## config.mk

```make
export PLATFORM = sky130hd
export DESIGN_NAME = banked_file_decoder
export DESIGN_NICKNAME = d
export VERILOG_FILES = /design/src/rtl/fda_pkg.sv /design/src/rtl/fda_bank_reg.sv /design/src/rtl/fda_addr_mux.sv /design/src/rtl/fda_region_decode.sv /design/src/rtl/fda_gpr_ram.sv /design/src/rtl/banked_file_decoder.sv
export SDC_FILE = /design/constraint.sdc
export NUM_CORES = 1
export LEC_CHECK = 0
export ABC_AREA = 1
export BUFFER_PORTS_ARGS = -buffer_cell sky130_fd_sc_hd__buf_2
export CORE_ASPECT_RATIO = 0.7
export CORE_MARGIN = 10
export CORE_UTILIZATION = 41
export CTS_CLUSTER_DIAMETER = 60
export DETAILED_ROUTE_END_ITERATION = 6
export PLACE_DENSITY = 0.64
export REMOVE_ABC_BUFFERS = 1
export SYNTH_ARGS = -nofsm -noshare
export SYNTH_HDL_FRONTEND = slang
export SYNTH_HIERARCHICAL = 1
export SYNTH_SLANG_ARGS = --single-unit
```

## constraint.sdc

```tcl
create_clock -name clk -period 4.3 [get_ports clk]
set_input_delay 0.43 -clock clk [delete_from_list [all_inputs] [get_ports clk]]
set_output_delay 0.43 -clock clk [all_outputs]
set_load 0.005 [all_outputs]
```

## src/rtl/fda_pkg.sv

```systemverilog
`timescale 1ns/1ps
package fda_pkg;
  localparam int DEF_DATA_W    = 8;
  localparam int DEF_OFS_W     = 7;
  localparam int DEF_SFR_COUNT = 12;
  localparam int DEF_GPR_DEPTH = 68;

  typedef enum logic [1:0] {
    RGN_SFR      = 2'd0,
    RGN_GPR_RAM  = 2'd1,
    RGN_GPR_VOID = 2'd2
  } region_e;
endpackage

```

## src/rtl/fda_bank_reg.sv

```systemverilog
`timescale 1ns/1ps
module fda_bank_reg (
  input  logic clk,
  input  logic rst,
  input  logic bank_we,
  input  logic bank_din,
  output logic bank_q
);
  always_ff @(posedge clk) begin
    if (rst)          bank_q <= 1'b0;
    else if (bank_we) bank_q <= bank_din;
  end
endmodule

```

## src/rtl/fda_addr_mux.sv

```systemverilog
`timescale 1ns/1ps
module fda_addr_mux #(
  parameter int OFS_W = 7
) (
  input  logic             indirect_sel,
  input  logic             bank_q,
  input  logic [OFS_W-1:0] fld_addr,
  input  logic [OFS_W:0]   fsr_ptr,
  output logic [OFS_W:0]   eff_addr
);
  always_comb begin
    if (indirect_sel) eff_addr = fsr_ptr;
    else              eff_addr = {bank_q, fld_addr};
  end
endmodule

```

## src/rtl/fda_region_decode.sv

```systemverilog
`timescale 1ns/1ps
module fda_region_decode
  import fda_pkg::*;
#(
  parameter int OFS_W     = 7,
  parameter int SFR_COUNT = 12,
  parameter int GPR_DEPTH = 68,
  localparam int SFR_IW   = $clog2(SFR_COUNT),
  localparam int RAM_AW   = $clog2(GPR_DEPTH)
) (
  input  logic [OFS_W:0]    eff_addr,
  output region_e           region,
  output logic [SFR_IW:0]   sfr_idx,
  output logic [RAM_AW-1:0] ram_idx
);
  localparam int GPR_TOP = SFR_COUNT + GPR_DEPTH - 1;
  localparam logic [OFS_W-1:0] LO_V = OFS_W'(SFR_COUNT);
  localparam logic [OFS_W-1:0] HI_V = OFS_W'(GPR_TOP);

  logic [OFS_W-1:0] ofs;
  logic [OFS_W-1:0] rel;

  assign ofs     = eff_addr[OFS_W-1:0];
  assign rel     = ofs - LO_V;
  assign ram_idx = RAM_AW'(rel);
  assign sfr_idx = {eff_addr[OFS_W], ofs[SFR_IW-1:0]};

  always_comb begin
    if (ofs < LO_V)       region = RGN_SFR;
    else if (ofs <= HI_V) region = RGN_GPR_RAM;
    else                  region = RGN_GPR_VOID;
  end
endmodule

```

## src/rtl/fda_gpr_ram.sv

```systemverilog
`timescale 1ns/1ps
module fda_gpr_ram #(
  parameter int DATA_W = 8,
  parameter int DEPTH  = 68,
  localparam int AW    = $clog2(DEPTH)
) (
  input  logic              clk,
  input  logic              we,
  input  logic [AW-1:0]     idx,
  input  logic [DATA_W-1:0] wdata,
  output logic [DATA_W-1:0] rdata
);
  logic [DATA_W-1:0] mem [DEPTH];

  always_ff @(posedge clk) begin
    if (we) mem[idx] <= wdata;
  end

  assign rdata = mem[idx];
endmodule

```

## src/rtl/banked_file_decoder.sv

```systemverilog
`timescale 1ns/1ps
module banked_file_decoder
  import fda_pkg::*;
#(
  parameter int DATA_W    = DEF_DATA_W,
  parameter int OFS_W     = DEF_OFS_W,
  parameter int SFR_COUNT = DEF_SFR_COUNT,
  parameter int GPR_DEPTH = DEF_GPR_DEPTH,
  localparam int SFR_IW   = $clog2(SFR_COUNT),
  localparam int RAM_AW   = $clog2(GPR_DEPTH)
) (
  input  logic              clk,
  input  logic              rst,
  input  logic              bank_we,
  input  logic              bank_din,
  input  logic              indirect_sel,
  input  logic [OFS_W-1:0]  fld_addr,
  input  logic [OFS_W:0]    fsr_ptr,
  input  logic              wr_en,
  input  logic [DATA_W-1:0] wr_data,
  input  logic [DATA_W-1:0] sfr_rdata,
  output logic [DATA_W-1:0] rd_data,
  output logic              sfr_hit,
  output logic [SFR_IW:0]   sfr_idx,
  output logic              gpr_hit
);
  logic              bank_q;
  logic [OFS_W:0]    eff_addr;
  region_e           region;
  logic [RAM_AW-1:0] ram_idx;
  logic [DATA_W-1:0] ram_rdata;
  logic              gpr_impl;

  fda_bank_reg u_bank (
    .clk      (clk),
    .rst      (rst),
    .bank_we  (bank_we),
    .bank_din (bank_din),
    .bank_q   (bank_q)
  );

  fda_addr_mux #(.OFS_W(OFS_W)) u_amux (
    .indirect_sel (indirect_sel),
    .bank_q       (bank_q),
    .fld_addr     (fld_addr),
    .fsr_ptr      (fsr_ptr),
    .eff_addr     (eff_addr)
  );

  fda_region_decode #(
    .OFS_W     (OFS_W),
    .SFR_COUNT (SFR_COUNT),
    .GPR_DEPTH (GPR_DEPTH)
  ) u_dec (
    .eff_addr (eff_addr),
    .region   (region),
    .sfr_idx  (sfr_idx),
    .ram_idx  (ram_idx)
  );

  assign gpr_impl = (region == RGN_GPR_RAM);
  assign sfr_hit  = (region == RGN_SFR);
  assign gpr_hit  = (region != RGN_SFR);

  fda_gpr_ram #(.DATA_W(DATA_W), .DEPTH(GPR_DEPTH)) u_ram (
    .clk   (clk),
    .we    (wr_en & gpr_impl),
    .idx   (ram_idx),
    .wdata (wr_data),
    .rdata (ram_rdata)
  );

  always_comb begin
    if (sfr_hit)       rd_data = sfr_rdata;
    else if (gpr_impl) rd_data = ram_rdata;
    else               rd_data = '0;
  end
endmodule

```

After elaboration in Yosys (flattened, before gate mapping)
Memories as Yosys holds them, arrays and structs flattened. Cells that the tools add are included.

Reductions and logical operators: 2. Multiplexer cells: 7. Equal/unequal tests: 1. Magnitude comparators: 2. Add/subtract/negate cells: 1. Bitwise gates (word level): 1.

Operators by type and width (count): $mux W8 (3); $le A7 B7 Y1 const B (1); $lt A7 B4 Y1 const B (1); $sub A7 B4 Y7 const B (1); $mux W2 (2); $eq A2 B1 Y1 const B (1); $logic_not A2 Y1 (1); $mux W1 (2); $reduce_bool A2 Y1 (1); $and A1 B1 Y1 (1).

Bits in registers: 1. Output and inout bits: 15. Input port bits: 37. Logic and storage cells: 16. Memories: 1. Memory bits (writable): 544.

Memories: u_ram.mem (depth 68, width 8, rd ports 1, clocked after memory_dff 0, wr ports 1, line fda_gpr_ram.sv:13) `logic [DATA_W-1:0] mem [DEPTH];`.

Depth between registers and ports, before layout
Gate-level depths: netlist of run 1.

Word-level depth: 8. Depth in mapped cells: 21. Mapped depth without buffers: 18.

Modules after synthesis
The synthesis of run 1 kept the hierarchy.

By module, submodules not included: fda_gpr_ram (area each 23102.2 µm², times used 1, seq. area each 16335.7 µm², cells each 2180); fda_region_decode (area each 157.7 µm², times used 1, seq. area each 0.0 µm², cells each 28); banked_file_decoder (area each 150.1 µm², times used 1, seq. area each 0.0 µm², cells each 31); fda_addr_mux (area each 105.1 µm², times used 1, seq. area each 0.0 µm², cells each 26); fda_bank_reg (area each 45.0 µm², times used 1, seq. area each 20.0 µm², cells each 7).

Worst setup path after synthesis of run 1
No wires, ideal clock.

Path type: in2reg. Start point: input indirect_sel. End point: memory u_ram.mem[32][0] (enable). Path buffers: 3. Stages on the path: 15. Data required time: 3917 ps. Setup slack: 1236 ps. Data arrival time: 2680 ps. Setup time: 383 ps. Cells stage by stage: buf_6 inv_2 nand2_1 nand2_1 ha_1 nor2_1 nor2_1 nor2_2 nor2_2 buf_6 nand2_1 nor2_1 clkbuf_1 inv_1 nor3_1.

Longest elaborated chain between the ends: 8. Elaborated cells on any way between the ends: 10. Those cells by class: add/sub: 1; order compare: 2; eq/ne: 1; mux: 5; bitwise: 1.

RTL lines: start: declaration (line banked_file_decoder.sv:16) `input logic indirect_sel,`; $mux W8 (*) (line fda_addr_mux.sv:12) `if (indirect_sel) eff_addr = fsr_ptr;`; via eff_addr[2] (line banked_file_decoder.sv:28) `logic [OFS_W:0] eff_addr;`; $le A7 B7 Y1 (line fda_region_decode.sv:30) `else if (ofs <= HI_V) region = RGN_GPR_RAM;`; $mux W2 (line fda_region_decode.sv:30); $mux W2 (*) (line fda_region_decode.sv:29) `if (ofs < LO_V) region = RGN_SFR;`; via region[1] (line banked_file_decoder.sv:29) `region_e region;`; $eq A2 B1 Y1 (*) (line banked_file_decoder.sv:61) `assign gpr_impl = (region == RGN_GPR_RAM);`; $and A1 B1 Y1 (*) (line banked_file_decoder.sv:67) `.we (wr_en & gpr_impl),`; $mux W1 (*) (line fda_gpr_ram.sv:16) `if (we) mem[idx] <= wdata;`; $mux W1 (implied by the code) (*) (line fda_gpr_ram.sv:16); end: declaration (line fda_gpr_ram.sv:13).

The timed path passes the listed nets; every way through them passes the cells marked *.

Worst setup path after layout of run 1
Start point: input indirect_sel. End point: output rd_data[1].

Elaborated cells on any way between the ends: 11. Those cells by class: add/sub: 1; order compare: 2; eq/ne: 1; mux: 5; reduce/logical: 1; memory: 1.

RTL lines: $mux W8 (line fda_addr_mux.sv:12); $sub A7 B4 Y7 (line fda_region_decode.sv:24) `assign rel = ofs - LO_V;`; via ram_idx[4] (line banked_file_decoder.sv:30) `logic [RAM_AW-1:0] ram_idx;`; $mem_v2 Z68 W8; via ram_rdata[1] (line banked_file_decoder.sv:31) `logic [DATA_W-1:0] ram_rdata;`; $mux W8 (line banked_file_decoder.sv:75) `else if (gpr_impl) rd_data = ram_rdata;`; $mux W8 (line banked_file_decoder.sv:74) `if (sfr_hit) rd_data = sfr_rdata;`; end: declaration (line banked_file_decoder.sv:22) `output logic [DATA_W-1:0] rd_data,`.

The timed path passes the listed nets, and every way through them passes these cells.

==> summary.txt, run 1 <==
Logic synthesis
  • Yosys cell types: 32
  • Post-synthesis sequential area ratio: 69.4%
  • Cells after Synth: 2272
  • Synth area leaders: edfxtp_1 69%, nand2_1 15%, nor2_1 4.2%, inv_1 2.3%, nand3_1 2.1%
  • Avg Cell Area, Syn: 10.4 sq um
  • Yosys top cell area share: 69.3%
  • Synthesized area: 23600 sq um
  • Synth Warn #: 6
  • Yosys reg bits: 545
  • Synth area leader: edfxtp_1

Final layout
  • Most common cell after layout, fill and taps aside: nand2_1
  • Area grow syn2layout: 13.1%
  • Footprint of the multi-input gates: 6050 sq um
  • Antenna diodes: 0
  • Fill cells: 5123
  • Layout cells sized above 1: 12.1%
  • Most frequent cells in the layout: 934 x nand2_1, 544 x edfxtp_1, 261 x nor2_1, 142 x inv_1
  • Final Net Count: 2411
  • Design area: 26700 sq um
  • Sequential cell area: 16400 sq um

Route
  • Via Count: 16068
  • Pre-Repair DR Iteration Count: 5
  • DRC viols: 0
  • Vias per cell: 5.08
  • DRT Wirelength: 59.6 mm
  • Drt initial violations: 1835
  • Routed len/inst: 18.8 um
  • Antenna viol nets, final: 0

Critical path
  • Crit Path Max Fanout: 10
  • Critical path class: input port to output port
  • CP Data Required Time: 3.87 ns
  • Crit path arrival time: 3.42 ns
  • Setup crit end kind: output port
  • Worst setup SP type: input port

Pwr
  • LEAKAGE: 10.8 nW
  • Power Total: 11.5 mW
  • P per Cell Area: 430 nW/um^2
  • Peak supply drop: 374 uV

CTS
  • Max clock buf depth: 3
  • H-tree levels: 2
  • Postcts setup bufs: 0
  • Clock transition at path regs: 0.06 ns
  • Clk Latency, worst-skew pair: 0.58 ns
  • Clock root buffer: clkbuf_16
  • Post-cts hold buffer count: 0
  • TritonCTS Buffers: 50
  • Post-CTS sizing: 0
  • Sink Count: 545
  • CTS tree: yes

Die
  • Ports: 52
  • Initial Util: 41.5%
  • Core Box Area: 56800 sq um
  • Die X: 307 um
  • Die Area: 67600 sq um
  • Rows: 73
  • Chip height: 221 um

STA
  • Final Slew Violations: 0
  • Rel. slew slack: 25.1%
  • Tcrit/Tclk final: 89.6%
  • Hold_ws: 0.0994 ns
  • RSZ-0062 raised after global routing: false
  • Actual slew at the worst max-slew pin: 1.12 ns
  • Fin. Hold Viols: 0
  • Max Fclk: 0.259 GHz
  • Worst clock skew: 0 ns
  • Min cycle time layout: 3.85 ns
  • Endpoints failing setup: 0

Place
  • Post-DP Area: 25000 sq um
  • Dpl hpwl: 37.5 mm
  • Port Buffers: 51
  • GP Congestion: 0.936

Status
  • Run status: complete, no violations

GRT
  • Overall Global Routing Usage: 17.2%
  • Pin count of the biggest net entering global routing: 224
  • Number of global-route vias before repair: 15053
  • First-pass GRT wire length: 90.6 mm
  • GR Overflow Total: 0
  • Initial antenna violation count: 0

Flow run
  • Total of max-cap violations: 0

Hold path
  • Worst Hold Class: input port to register
-- state kept, by name, indices dropped and copies added (netlist names) --
| register | flops |
|---|---|
| u_bank/bank_q | 1 |
| u_ram/mem | 544 |
-- cells by family after synthesis --
logic type / count (synthesis) / synth area share (%)
xor+xnor: 2 / 0.0744
simple gates: 1374 / 23.3
flops: 545 / 69.4
compound gates: 94 / 2.18
fa+ha+maj: 1 / 0.0531
buf+inv: 256 / 4.94
-- critical path, stage by stage --
cell and delay, ns:
buf_2 0.16, inv_2 0.09, nand2_1 0.07, nand2_1 0.10
ha_1 0.28, xnor2_1 0.22, nand2_1 0.49, inv_1 0.28
nand2_1 0.13, nand2_1 0.06, o21ai_0 0.51, nand3_1 0.14
nand3_1 0.25, nand2_1 0.08, buf_2 0.13
-- report_power, final --
part           internal, mW  total (mW)  switching, mW  leakage (nW)
Clock                  2.52        4.45           1.93         0.802
Sequential             5.87        5.88        0.00608          4.90
Combinational         0.306        1.14          0.836          5.09
-- layer usage --
metal  GRT usage (%)  part of all wire, %
met5               0                    0
met4            3.23                  1.4
met3            2.85                  9.5
met2            25.6                   43
met1            26.4                   46
-- worst paths after layout --
check	start	endpoint	slack (ns)	cells after the start
worst max-delay path	indirect_sel	rd_data[1]	0.45	15
worst min-delay path	bank_we	u_bank/bank_q$_SDFFE_PP0P_	0.1	3
worst max register to register	u_bank/bank_q$_SDFFE_PP0P_	u_bank/bank_q$_SDFFE_PP0P_	3.70	2
worst min register to register	u_bank/bank_q$_SDFFE_PP0P_	u_bank/bank_q$_SDFFE_PP0P_	0.53	2
-- per-stage QoR --
step           cells  setup WS, ns  util, %  setup TNS [ns]
2_1_floorplan   2165         -5.65        -        -2415.29
3_3_place_gp    3071         0.617     44.1               0
3_5_place_dp    3071         0.635     44.1               0
4_1_cts         3164         0.619     46.9               0
5_1_grt         3164         0.302     46.9               0
6_report        3164         0.445     46.9               0
-- synth_stat cells (all sizes together) --
library cell  instances
o21ai                66
inv                 147
a21oi                 6
edfxtp              544
clkinv                2
dfxtp                 1
o22ai                10
nand3               100
clkbuf               16
xor2                  1
ha                    1
nand2               938
buf                  91
nor2                270
or2                  61
nor3                  5
o211ai               12
xnor2                 1
-- final cells by class --
class | instances | area share [%]
Clock inverter | 37 | 1.24
Clock buffer | 56 | 4.86
Tap cell | 750 | 3.52
Inverter | 149 | 2.13
Timing Repair Buffer | 156 | 4.20
Multi-Input combinational cell | 1471 | 22.7
Sequential cell | 545 | 61.4
(Power assumes the default switching activity.)
==> run 2, diff against run 1 <==
Settings changed: CORE_UTILIZATION 41 to 40, PLACE_DENSITY 0.64 to 0.63.
==> summary.txt, run 2 (synthesis gave the netlist of run 1 again) <==
Status
  • Run status: complete, no violations

STA
  • Tcrit/Tclk final: 94.1% (+4.5 points)
  • RSZ-0062 raised after global routing: false
  • Min cycle time layout: 4.05 ns (+0.193 ns)
  • Final setup margin: 0.252 ns (-0.193 ns)
  • Final Slew Violations: 0 (unchanged)
  • Endpoints failing setup: 0 (unchanged)
  • Hold_ws: 0.100 ns (+0.00101 ns)
  • Actual slew at the worst max-slew pin: 0.985 ns (-0.138 ns)
  • Worst clock skew: 0 ns (unchanged)
  • Setup TNS: 0 ns (unchanged)
  • Fin. Hold Viols: 0 (unchanged)
  • Max Fclk: 0.247 GHz (-4.8%)
  • Rel. slew slack: 34.4% (+9.2 points)

Route
  • Antenna viol nets, final: 0 (unchanged)
  • DRC viols: 0 (unchanged)
  • Drt initial violations: 1797 (-2.1%)
  • Via Count: 16083 (+0.093%)
  • Routed len/inst: 19.4 um (+3.1%)
  • Pre-Repair DR Iteration Count: 5 (unchanged)
  • Vias per cell: 5.08 (about the same)
  • DRT Wirelength: 61.4 mm (+3.1%)

Die
  • Ports: 52 (unchanged)
  • Die X: 310 um (+1.2%)
  • Chip height: 223 um (+1.1%)
  • Rows: 74 (+1.4%)
  • Core Box Area: 58300 sq um (+2.7%)
  • Die Area: 69200 sq um (+2.3%)
  • Initial Util: 40.4% (-1.1 points)

GRT
  • Overall Global Routing Usage: 17.4% (+0.18 points)
  • GR Overflow Total: 0 (unchanged)
  • Pin count of the biggest net entering global routing: 121 (-46%)
  • First-pass GRT wire length: 93.1 mm (+2.8%)
  • Initial antenna violation count: 0 (unchanged)
  • Number of global-route vias before repair: 15168 (+0.76%)

CTS
  • Post-CTS sizing: 0 (unchanged)
  • Post-cts hold buffer count: 0 (unchanged)
  • TritonCTS Buffers: 51 (+2.0%)
  • Clock root buffer: clkbuf_16
  • Clock transition at path regs: 0.06 ns (about the same)
  • Postcts setup bufs: 0 (unchanged)
  • H-tree levels: 2 (unchanged)
  • Sink Count: 545 (unchanged)
  • Clk Latency, worst-skew pair: 0.57 ns (about the same)
  • CTS tree: yes
  • Max clock buf depth: 3 (unchanged)

Final layout
  • Non-filler instance count after layout: 3166 (+0.063%)
  • Biggest register: u_ram/mem
  • Design area: 26600 sq um (-0.23%)
  • Fill cells: 5345 (+4.3%)
  • Largest regs: u_ram/mem: 544 flops, u_bank/bank_q: 1 flops
  • Max reg flops: 544 (unchanged)
  • Sequential cell area: 16400 sq um (unchanged)
  • Footprint of the multi-input gates: 6050 sq um (unchanged)
  • Final Net Count: 2403 (-0.33%)
  • Most frequent cells in the layout: 934 x nand2_1, 544 x edfxtp_1, 261 x nor2_1, 142 x inv_1, 99 x nand3_1
  • Antenna diodes: 0 (unchanged)
  • Util after Layout: 45.6% (-1.3 points)
  • Most common cell after layout, fill and taps aside: nand2_1
  • Area grow syn2layout: 12.9%
  • Layout cells sized above 1: 11.6% (-0.46 points)

Place
  • Port Buffers: 51 (unchanged)
  • GP Congestion: 0.912 (-2.6%)
  • Placed Cells: 3072 (+0.033%)
  • Dpl hpwl: 39.6 mm (+5.7%)
  • Pre-CTS WS: 0.435 ns (-0.200 ns)
  • Post-DP Area: 25000 sq um (-0.22%)

Critical path
  • Crit path arrival time: 3.62 ns (+0.20 ns)
  • Crit Path Max Fanout: 24 (+14)
  • CP Data Required Time: 3.87 ns (about the same)
  • Worst setup SP type: input port
  • Setup crit end kind: output port
  • Critical path class: input port to output port
  • FF-to-FF setup slack: 3.69 ns (about the same)

Flow run
  • Total of max-cap violations: 0 (unchanged)

Pwr
  • Power Total: 11.4 mW (-0.23%)
  • Peak supply drop: 303 uV (-19%)
  • P per Cell Area: 430 nW/um^2 (about the same)
  • LEAKAGE: 10.7 nW (-0.60%)

Hold path
  • Worst Hold Class: input port to register
==> run 2: cell count changes in the layout (fill, tap and decap cells not counted), sizes merged <==
cell / previous run / this run
buf: 156 / 147
clkbuf: 56 / 62
clkinv: 31 / 27
bufinv: 6 / 5
clkinvlp: 0 / 1
inv: 149 / 148
==> run 2: path summary, 6_finish.rpt <==
path,startpoint,end,cells past startpoint
setup reg to reg,u_bank/bank_q$_SDFFE_PP0P_,u_bank/bank_q$_SDFFE_PP0P_,2
hold / removal,rst,u_bank/bank_q$_SDFFE_PP0P_,4
setup / recovery,indirect_sel,rd_data[0],17
hold reg to reg,u_bank/bank_q$_SDFFE_PP0P_,u_bank/bank_q$_SDFFE_PP0P_,2
==> run 2: final cells by class <==
| cell class | instances | share of cell area [%] |
|---|---|---|
| Sequential cell | 545 | 61.5 |
| Multi-Input combinational cell | 1471 | 22.8 |
| Clock inverter | 32 | 1.05 |
| Clock buffer | 62 | 5.03 |
| Inverter | 149 | 2.13 |
| Tap cell | 760 | 3.58 |
| Timing Repair Buffer | 147 | 3.95 |
==> run 2: layer usage <==
metal | track usage, % | up-vias | wire length [um]
li1 | - | 7584 | -
met1 | 26.7 | 7697 | 28600
met5 | 0.726 | - | 63
met4 | 2.96 | 2 | 901
met2 | 24.0 | 716 | 25100
met3 | 5.10 | 84 | 6750
==> run 2: power breakdown <==
| part | switching (mW) | internal (mW) | total, mW |
|---|---|---|---|
| sequential | 0.00612 | 5.87 | 5.88 |
| combinational | 0.854 | 0.300 | 1.15 |
| clock | 1.91 | 2.51 | 4.41 |
| total | 2.77 | 8.68 | 11.4 |
==> run 2: worst max-delay path: stages <==
cell	delay, ns
buf_2	0.15
inv_2	0.12
nand2_1	0.07
nand2_2	0.41
inv_4	0.23
buf_4	0.30
nand2_1	0.15
nand2_1	0.06
nand2_1	0.06
nand2_1	0.10
nand2_1	0.15
nand2_1	0.06
o21ai_0	0.64
nand3_1	0.24
nand3_1	0.19
nand2_1	0.07
buf_2	0.12
